**src/rtl/mel_pkg.sv**
```systemverilog
package mel_pkg;
    typedef enum logic [1:0] {
        CLS_CLEAN     = 2'd0,
        CLS_FIRST     = 2'd1,
        CLS_NEXT_ONLY = 2'd2,
        CLS_BOTH      = 2'd3
    } cls_state_e;

    localparam int NUM_CLASSES = 2;
    localparam int CLS_CE      = 0;
    localparam int CLS_UE      = 1;

    localparam logic [2:0] OFS_FIRST  = 3'd0;
    localparam logic [2:0] OFS_NEXT   = 3'd1;
    localparam logic [2:0] OFS_CEADDR = 3'd2;
    localparam logic [2:0] OFS_CESYN  = 3'd3;
    localparam logic [2:0] OFS_UEADDR = 3'd4;
    localparam logic [2:0] OFS_CHAN   = 3'd5;

    localparam logic [1:0] CHAN_UNKNOWN = 2'd3;
endpackage

```
**src/rtl/err_class_fsm.sv**
```systemverilog
module err_class_fsm
    import mel_pkg::*;
(
    input  logic clk,
    input  logic rst_n,
    input  logic evt,
    input  logic clr_first,
    input  logic clr_next,
    output logic first_o,
    output logic next_o,
    output logic capture_o
);
    cls_state_e state_q, state_d;

    always_comb begin
        state_d = state_q;
        unique case (state_q)
            CLS_CLEAN: begin
                if (evt) state_d = CLS_FIRST;
            end
            CLS_FIRST: begin
                if (evt)            state_d = CLS_BOTH;
                else if (clr_first) state_d = CLS_CLEAN;
            end
            CLS_NEXT_ONLY: begin
                if (evt)           state_d = CLS_BOTH;
                else if (clr_next) state_d = CLS_CLEAN;
            end
            CLS_BOTH: begin
                if (evt)                        state_d = CLS_BOTH;
                else if (clr_first && clr_next) state_d = CLS_CLEAN;
                else if (clr_first)             state_d = CLS_NEXT_ONLY;
                else if (clr_next)              state_d = CLS_FIRST;
            end
            default: state_d = CLS_CLEAN;
        endcase
    end

    always_ff @(posedge clk) begin
        if (!rst_n) state_q <= CLS_CLEAN;
        else        state_q <= state_d;
    end

    always_comb begin
        first_o   = 1'b0;
        next_o    = 1'b0;
        capture_o = 1'b0;
        unique case (state_q)
            CLS_CLEAN:     capture_o = evt;
            CLS_FIRST:     first_o   = 1'b1;
            CLS_NEXT_ONLY: begin
                next_o    = 1'b1;
                capture_o = evt;
            end
            CLS_BOTH: begin
                first_o = 1'b1;
                next_o  = 1'b1;
            end
            default: ;
        endcase
    end
endmodule

```
**src/rtl/syn_chan_decode.sv**
```systemverilog
module syn_chan_decode
    import mel_pkg::*;
#(
    parameter int SYN_W = 16
) (
    input  logic [SYN_W-1:0] syn,
    output logic [1:0]       chan
);
    localparam int HALF = SYN_W / 2;

    logic hi_zero, lo_zero, nib_zero;

    assign hi_zero  = (syn[SYN_W-1:HALF] == '0);
    assign lo_zero  = (syn[HALF-1:0] == '0);
    assign nib_zero = (syn[SYN_W-1 -: 4] == 4'd0) || (syn[SYN_W-5 -: 4] == 4'd0);

    always_comb begin
        if (hi_zero)       chan = 2'd0;
        else if (lo_zero)  chan = 2'd1;
        else if (nib_zero) chan = 2'd0;
        else               chan = CHAN_UNKNOWN;
    end
endmodule

```
**src/rtl/err_log_regs.sv**
```systemverilog
module err_log_regs
    import mel_pkg::*;
#(
    parameter int BLK_W  = 22,
    parameter int SYN_W  = 16,
    parameter int DATA_W = 32,
    parameter int LOG_LSB = 6
) (
    input  logic                   clk,
    input  logic                   rst_n,
    input  logic [NUM_CLASSES-1:0] capture,
    input  logic [BLK_W-1:0]       blk_in,
    input  logic [SYN_W-1:0]       syn_in,
    input  logic [NUM_CLASSES-1:0] st_first,
    input  logic [NUM_CLASSES-1:0] st_next,
    input  logic [1:0]             chan,
    input  logic [2:0]             rd_addr,
    output logic [BLK_W-1:0]       ce_blk,
    output logic [SYN_W-1:0]       ce_syn,
    output logic [BLK_W-1:0]       ue_blk,
    output logic [DATA_W-1:0]      rdata
);
    always_ff @(posedge clk) begin
        if (!rst_n) begin
            ce_blk <= '0;
            ce_syn <= '0;
            ue_blk <= '0;
        end else begin
            if (capture[CLS_CE]) begin
                ce_blk <= blk_in;
                ce_syn <= syn_in;
            end
            if (capture[CLS_UE]) ue_blk <= blk_in;
        end
    end

    always_comb begin
        rdata = '0;
        unique case (rd_addr)
            OFS_FIRST:  rdata[NUM_CLASSES-1:0]         = st_first;
            OFS_NEXT:   rdata[NUM_CLASSES-1:0]         = st_next;
            OFS_CEADDR: rdata[LOG_LSB+BLK_W-1:LOG_LSB] = ce_blk;
            OFS_CESYN:  rdata[SYN_W-1:0]               = ce_syn;
            OFS_UEADDR: rdata[LOG_LSB+BLK_W-1:LOG_LSB] = ue_blk;
            OFS_CHAN:   rdata[1:0]                     = chan;
            default:    rdata = '0;
        endcase
    end
endmodule

```
**src/rtl/mem_err_logger.sv**
```systemverilog
module mem_err_logger
    import mel_pkg::*;
#(
    parameter int PA_W       = 34,
    parameter int PAGE_SHIFT = 12,
    parameter int LOG_LSB    = 6,
    parameter int SYN_W      = 16,
    parameter int DATA_W     = 32
) (
    input  logic              clk,
    input  logic              rst_n,
    input  logic              ce_evt,
    input  logic              ue_evt,
    input  logic [PA_W-1:0]   err_addr,
    input  logic [SYN_W-1:0]  err_syn,
    input  logic              reg_wr,
    input  logic [2:0]        reg_addr,
    input  logic [DATA_W-1:0] reg_wdata,
    output logic [DATA_W-1:0] reg_rdata,
    output logic [1:0]        chan_guess
);
    localparam int BLK_W = PA_W - PAGE_SHIFT;

    logic [NUM_CLASSES-1:0] evt_vec, clr_first, clr_next;
    logic [NUM_CLASSES-1:0] st_first, st_next, capture;
    logic [BLK_W-1:0]       ce_blk, ue_blk;
    logic [SYN_W-1:0]       ce_syn;

    assign evt_vec[CLS_CE] = ce_evt;
    assign evt_vec[CLS_UE] = ue_evt;

    for (genvar k = 0; k < NUM_CLASSES; k++) begin : g_cls
        assign clr_first[k] = reg_wr && (reg_addr == OFS_FIRST) && reg_wdata[k];
        assign clr_next[k]  = reg_wr && (reg_addr == OFS_NEXT)  && reg_wdata[k];

        err_class_fsm u_fsm (
            .clk       (clk),
            .rst_n     (rst_n),
            .evt       (evt_vec[k]),
            .clr_first (clr_first[k]),
            .clr_next  (clr_next[k]),
            .first_o   (st_first[k]),
            .next_o    (st_next[k]),
            .capture_o (capture[k])
        );
    end

    syn_chan_decode #(.SYN_W(SYN_W)) u_dec (
        .syn  (ce_syn),
        .chan (chan_guess)
    );

    err_log_regs #(
        .BLK_W   (BLK_W),
        .SYN_W   (SYN_W),
        .DATA_W  (DATA_W),
        .LOG_LSB (LOG_LSB)
    ) u_regs (
        .clk      (clk),
        .rst_n    (rst_n),
        .capture  (capture),
        .blk_in   (err_addr[PA_W-1:PAGE_SHIFT]),
        .syn_in   (err_syn),
        .st_first (st_first),
        .st_next  (st_next),
        .chan     (chan_guess),
        .rd_addr  (reg_addr),
        .ce_blk   (ce_blk),
        .ce_syn   (ce_syn),
        .ue_blk   (ue_blk),
        .rdata    (reg_rdata)
    );
endmodule

```
**config.mk**
```make
export PLATFORM = sky130hd
export DESIGN_NAME = mem_err_logger
export DESIGN_NICKNAME = d
export VERILOG_FILES = /design/src/rtl/mel_pkg.sv /design/src/rtl/err_class_fsm.sv /design/src/rtl/syn_chan_decode.sv /design/src/rtl/err_log_regs.sv /design/src/rtl/mem_err_logger.sv
export SDC_FILE = /design/constraint.sdc
export NUM_CORES = 1
export LEC_CHECK = 0
export BUFFER_PORTS_ARGS = -buffer_cell sky130_fd_sc_hd__buf_2
export CORE_ASPECT_RATIO = 1.25
export CORE_MARGIN = 2
export CORE_UTILIZATION = 35
export DETAILED_ROUTE_END_ITERATION = 12
export HOLD_SLACK_MARGIN = 0.08
export SETUP_SLACK_MARGIN = 0.05
export SLEW_MARGIN = 0
export SYNTH_ARGS = -nofsm -noshare
export SYNTH_HDL_FRONTEND = slang
export SYNTH_SLANG_ARGS = --single-unit
```
**constraint.sdc**
```tcl
create_clock -name clk -period 1.7 [get_ports clk]
set_input_delay 0.34 -clock clk [delete_from_list [all_inputs] [get_ports clk]]
set_output_delay 0.34 -clock clk [all_outputs]
set_load 0.02 [all_outputs]
```
==> results of run 1 <==
## layer usage
layer  track usage  wire length [um]  vias up
li1              -                 -     1610
met1         0.230              3980     1506
met2         0.318              4800       79
met3        0.0469               498        8
met4        0.0747               102        0
met5             0                 0        -
## worst max-delay path, cell delays in order, from the launching register on
cell     delay, ns
dfxtp_1       0.31
or4_4         0.57
nor2_4        0.13
nor4_1        0.05
a221o_1       0.27
buf_6         0.13
## stage by stage
step	TNS, ns	area, um2	instances	total power [mW]
final	-1.67	4730	646	4.36
after global routing	-2.45	4730	646	4.56
after CTS	-1.58	4350	640	4.29
after detailed placement	-0.797	3880	620	2.60
after global placement	-0.670	3880	620	2.58
after floorplan	-0.00482	3100	414	2.23
## what timing repair did
| item | 4_1_cts | 5_1_grt |
|---|---|---|
| resized for setup | 42 | 72 |
| pin swaps | 21 | 32 |
| setup endpoints to repair | 30 | 45 |
| cloned | 2 | 3 |
| setup buffers | 2 | 3 |
## cells by family after synthesis
family	share of synthesized area
buffers and inverters	0.0642
AO/OA/AOI/OAI	0.220
flip-flops	0.416
AND/OR/NAND/NOR	0.249
other	0.00122
adder cells (fa/ha/maj)	0.0366
multiplexers	0.0130
## area by class of cell
class	count	area [um2]	share of cell area
tap	120	150	0.0317
clock inverter	5	104	0.0220
inverter	8	30.0	0.00635
clock buffer	11	141	0.0299
multi-input combinational	309	1900	0.402
timing repair buffer	129	1110	0.235
sequential	64	1290	0.272
## power groups by stage
stage | Combinational [mW] | Clock [mW] | Sequential (mW)
3_5_place_dp | 0.879 | 0 | 1.72
2_1_floorplan | 0.526 | 0 | 1.71
5_1_grt | 1.14 | 1.70 | 1.72
4_1_cts | 0.945 | 1.65 | 1.70
3_3_place_gp | 0.863 | 0 | 1.72
6_report | 1.04 | 1.61 | 1.71
## synth_stat cells
cell	number	area share
a31oi_1	2	0.0041
o21ai_1	13	0.021
dfxtp_1	64	0.42
o22ai_1	1	0.0020
nor2_1	15	0.018
nor2_4	1	0.0037
buf_2	8	0.013
or4_1	1	0.0024
o21ai_0	2	0.0033
a22oi_1	22	0.054
a31o_1	1	0.0028
a211o_1	3	0.0085
and3_1	3	0.0061
a211oi_1	2	0.0049
nand2_1	136	0.17
nor4_1	3	0.0061
a221o_1	1	0.0033
and2_1	1	0.0020
and3_2	1	0.0024
and4bb_1	2	0.0081
a2111oi_1	1	0.0033
inv_2	1	0.0012
o21a_1	1	0.0024
nor2b_2	1	0.0028
nor3_1	5	0.0081
conb_1	1	0.0012
mux2i_1	4	0.013
clkbuf_1	16	0.020
or4_4	2	0.0073
buf_1	2	0.0024
a311oi_2	1	0.0049
ha_1	9	0.037
inv_1	7	0.0085
buf_4	5	0.012
nor2b_1	2	0.0041
and2b_1	1	0.0024
buf_6	2	0.0073
nor4_2	1	0.0041
a21oi_1	65	0.11
nand3b_1	2	0.0049
## how the worst min path moves through the flow
stage / cells after the start / slack (ns) / from / to
final: 3 / 0.23 / err_syn[11] / u_regs.ce_syn[11]$_SDFFE_PN0P_
after global routing: 3 / 0.21 / err_syn[9] / u_regs.ce_syn[9]$_SDFFE_PN0P_
after CTS: 3 / 0.21 / err_syn[10] / u_regs.ce_syn[10]$_SDFFE_PN0P_
after detailed placement: 2 / 0.45 / u_regs.ue_blk[3]$_SDFFE_PN0P_ / u_regs.ue_blk[3]$_SDFFE_PN0P_
after global placement: 2 / 0.44 / u_regs.ce_blk[4]$_SDFFE_PN0P_ / u_regs.ce_blk[4]$_SDFFE_PN0P_
after floorplan: 2 / 0.44 / u_regs.ue_blk[0]$_SDFFE_PN0P_ / u_regs.ue_blk[0]$_SDFFE_PN0P_
## flip-flops by register name, indices dropped and copies added, names as in the netlist
| name | count |
|---|---|
| u_regs.ce_blk | 22 |
| u_regs.ue_blk | 22 |
| u_regs.ce_syn | 16 |
| g_cls.u_fsm.state_q | 4 |
==> flow_summary_export.csv, run 1 <==
group,metric,value,unit
run_status,status,"complete, but fails checks",
run_status,failed_checks,"setup timing",
cells_and_area,fin_nets,620,
sta,setup_violations,13,
synth,ys_warn_count,0,
setup_path,startpoint,"u_regs.ce_syn[3]$_SDFFE_PN0P_",
sta,post-route-period-util,1.26,
sta,timing.final.crit_period,2.15,ns
cts,htree_levels,3,
setup_path,cp.required,1.36,ns
floorplan,ios,124,
cts,root_buffer,"clkbuf_8",
global_routing,grt_pass1_vias,3039,
setup_path,worstSetupStartpointType,"register",
setup_path,worstReg2RegStart,"g_cls[0].u_fsm.state_q[0]$_SDFFE_PN0P_",
setup_path,crit_path_end,"reg_rdata[1]",
power,p_sw_frac,0.285,
sta,fin_worst_skew,0.00719,ns
placed_design,gp_congestion,0.839,
cells_and_area,area_growth,53.7,%
sta,drv_slew,0,
detailed_routing,drc,0,
cts,cts_tree,"yes",
detailed_routing,drtIter0Drc,203,
detailed_routing,drt_pass1_iterations,4,
cts,clk_pin_slew,0.07,ns
floorplan,core,0.00861,mm2
cells_and_area,drive_gt1_frac,0.399,
sta,holdWs,0.227,ns
floorplan,initial_utilization,0.358,
cts,clk_path_buf_depth,2,
cts,cts_buffers,9,
placed_design,post-place-ws,-0.0974,ns
power,power.net_switching,1.24,mW
setup_path,reg2reg_depth,7,
synth,synth_cell_types,40,
placed_design,dpl.hpwl,5.94,mm
power,clkPwrFrac,0.370,
floorplan,die_w,87.9,um
power,p_leak,1.99,nW
synth,postSynthAreaPerCell,7.49,um2
global_routing,grt_max_degree,42,
setup_path,crit_type,"reg2out",
detailed_routing,wirelength,9.38,mm
setup_path,crit_fanout,3,
setup_path,reg2reg_slack,0.09,ns
sta,rsz0062_at_grt,"yes",
synth,synthCells,411,
sta,setup_ws,-0.446,ns
synth,synth_seq_cells,64,
sta,timing.fmax,0.466,GHz
cts,cts_hold_buf,0,
setup_path,r2r_end,"g_cls[0].u_fsm.state_q[0]$_SDFFE_PN0P_",
cells_and_area,final_core_utilization,0.550,
power,irDropWorstVdd,427,uV
power,seqPwrFrac,0.391,
floorplan,die-height,109,um
detailed_routing,ant_nets,0,
placed_design,io_buffers,77,
cells_and_area,fillers,782,
power,powerDensity,922,mW/mm2
cells_and_area,n_antenna_cell,0,
hold_path,hold_class,"in2reg",
synth,ys_seq_area_frac,0.416,
synth,netlist_area,0.00308,mm2
detailed_routing,viasPerCell,4.96,
cells_and_area,final_common_cell,"nand2_1",
cells_and_area,final_cell_mix,"nand2_1 (126), a21oi_1 (65), dfxtp_1 (60)",
power,combPwrFrac,0.239,
global_routing,antenna_found_initial,0,
detailed_routing,dr_total_vias,3203,
floorplan,std_cell_rows,38,
setup_path,critical_path_arrival,1.81,ns
power,p_int,3.12,mW
global_routing,grt_use_total,0.189,
sta,hold_viol_final,0,
floorplan,dieArea,0.00956,mm2
setup_path,cp-end-kind,"output pin",
detailed_routing,wire_per_inst,14.5,um
cts,cts.sinks,64,
global_routing,grt_remaining_overflow,0,
flow_run,max-cap-violations,0,
global_routing,grt_pass1_wl,13.9,mm
cts,clk-insertion-delay-late,0.34,ns
Power figures use the tool's default switching activity.
==> run 2: changes to the inputs <==
BUFFER_PORTS_ARGS = unset   (was -buffer_cell sky130_fd_sc_hd__buf_2)
DONT_BUFFER_PORTS = 1   (was unset)
==> flow_summary_export.csv, run 2 (synthesis results as in run 1) <==
group,metric,value,unit
run_status,status,"complete, but fails checks",
run_status,failed_checks,"setup timing",
cells_and_area,largest_registers,"u_regs.ce_blk x22, u_regs.ue_blk x22, u_regs.ce_syn x16",
floorplan,dieArea,0.00956,mm2
placed_design,dp.cells,545,
power,power,3.57,mW
sta,timing.final.crit_period,2.13,ns
cts,cts.sinks,64,
sta,drv_slew,0,
detailed_routing,ant_nets,0,
sta,rsz0062_at_grt,"yes",
setup_path,worstSetupStartpointType,"register",
sta,fin_setup_tns,-1.25,ns
sta,timing_worst_slew_pin_value,0.746,ns
placed_design,gp_congestion,0.804,
floorplan,die-height,109,um
global_routing,antenna_found_initial,0,
flow_run,max-cap-violations,0,
setup_path,cp.required,1.36,ns
cells_and_area,final_cell_mix,"nand2_1 (136), a21oi_1 (64), dfxtp_1 (59)",
cells_and_area,fillers,883,
sta,timing.fmax,0.469,GHz
detailed_routing,drc,0,
cells_and_area,area_growth,20.8,%
detailed_routing,wl_met2,4.28,mm
cells_and_area,fin_nets,537,
global_routing,grt_max_degree,61,
sta,setup_violations,4,
cts,htree_levels,3,
detailed_routing,routedLengthMet1,3.52,mm
detailed_routing,top_layer,"met4",
global_routing,grt_pass1_wl,13.3,mm
cts,clk-insertion-delay-late,0.34,ns
cells_and_area,n_antenna_cell,0,
cts,cts_buffers,9,
hold_path,worstHoldPathCells,2,
cells_and_area,drive_gt1_frac,0.183,
setup_path,critical_path_arrival,1.79,ns
detailed_routing,viasPerCell,5.14,
floorplan,ios,124,
setup_path,crit_fanout,3,
hold_path,hold_class,"in2reg",
sta,post-route-period-util,1.25,
floorplan,std_cell_rows,38,
cts,clk_path_buf_depth,2,
floorplan,die_w,87.9,um
detailed_routing,wl_met3,560,um
cts,cts_tree,"yes",
setup_path,cp-end-kind,"output pin",
cells_and_area,final_cell_count_no_fill,563,
power,powerDensity,961,mW/mm2
sta,relSlewSlack,0.499,
detailed_routing,wirelength,8.53,mm
floorplan,initial_utilization,0.358,
setup_path,crit_type,"reg2out",
sta,setup_ws,-0.430,ns
cts,root_buffer,"clkbuf_8",
power,p_leak,1.45,nW
detailed_routing,drt_pass1_iterations,5,
sta,fin_worst_skew,0.00526,ns
cells_and_area,final_common_cell,"nand2_1",
cells_and_area,seqCellArea,0.00129,mm2
detailed_routing,dr_total_vias,2892,
detailed_routing,wire_per_inst,15.1,um
detailed_routing,drtIter0Drc,180,
floorplan,core,0.00861,mm2
placed_design,io_buffers,0,
cts,clk_pin_slew,0.07,ns
cts,cts_hold_buf,0,
setup_path,reg2reg_depth,6,
global_routing,grt_remaining_overflow,0,
sta,hold_viol_final,0,
global_routing,grt_pass1_vias,2789,
placed_design,dpl.hpwl,5.67,mm
cells_and_area,multi_input_area,0.00168,mm2
global_routing,grt_use_total,0.181,
power,irDropWorstVdd,420,uV
run 2: metal layers:
metal,vias up,track usage
li1,1442,-
met5,-,0
met4,0,0.0791
met2,74,0.310
met1,1364,0.209
met3,12,0.0500
run 2: area by class of cell:
type,instances,share of cell area
multi-input combinational,309,0.451
sequential,64,0.347
tap,120,0.0404
timing repair buffer,46,0.111
inverter,8,0.00808
clock buffer,16,0.0431
run 2: critical path, cell delays in order (launching register included):
cell     delay, ns
dfxtp_2       0.32
or4_4         0.56
nor2_4        0.13
nor4_1        0.05
a221o_1       0.39
run 2: path summary, 6_finish.rpt:
check	startpoint	endpoint	slack, ns
worst max-delay path	u_regs.ce_syn[6]$_SDFFE_PN0P_	reg_rdata[1]	-0.43
worst min register to register	u_regs.ue_blk[12]$_SDFFE_PN0P_	u_regs.ue_blk[12]$_SDFFE_PN0P_	0.45
worst min-delay path	err_syn[6]	u_regs.ce_syn[6]$_SDFFE_PN0P_	0.13
worst max register to register	g_cls[0].u_fsm.state_q[0]$_SDFFE_PN0P_	g_cls[0].u_fsm.state_q[1]$_SDFFE_PN0P_	0.12
run 2: stage by stage:
step	util	area (um2)	worst slack, ns	hold WS, ns
global placement	0.404	3480	-0.0695	0.441
detailed placement	0.404	3480	-0.0742	0.447
floorplan	-	3100	-0.00482	0.436
global route	0.432	3720	-0.490	0.114
finish	0.432	3720	-0.430	0.128
CTS	0.424	3650	-0.441	0.113
run 2: power breakdown:
group	internal (mW)	total (mW)	switching, mW	leakage [nW]
combinational	0.312	0.772	0.460	0.845
clock	0.574	1.11	0.536	0.0790
sequential	1.62	1.69	0.0699	0.528
total	2.51	3.57	1.07	1.45
run 2: repair_timing:
action                                  in CTS  in global routing
pin swaps                                    3                  5
gates resized for setup                      4                 13
endpoints found under the setup margin       6                 13
gates cloned                                 0                  0
setup buffers                                0                  2
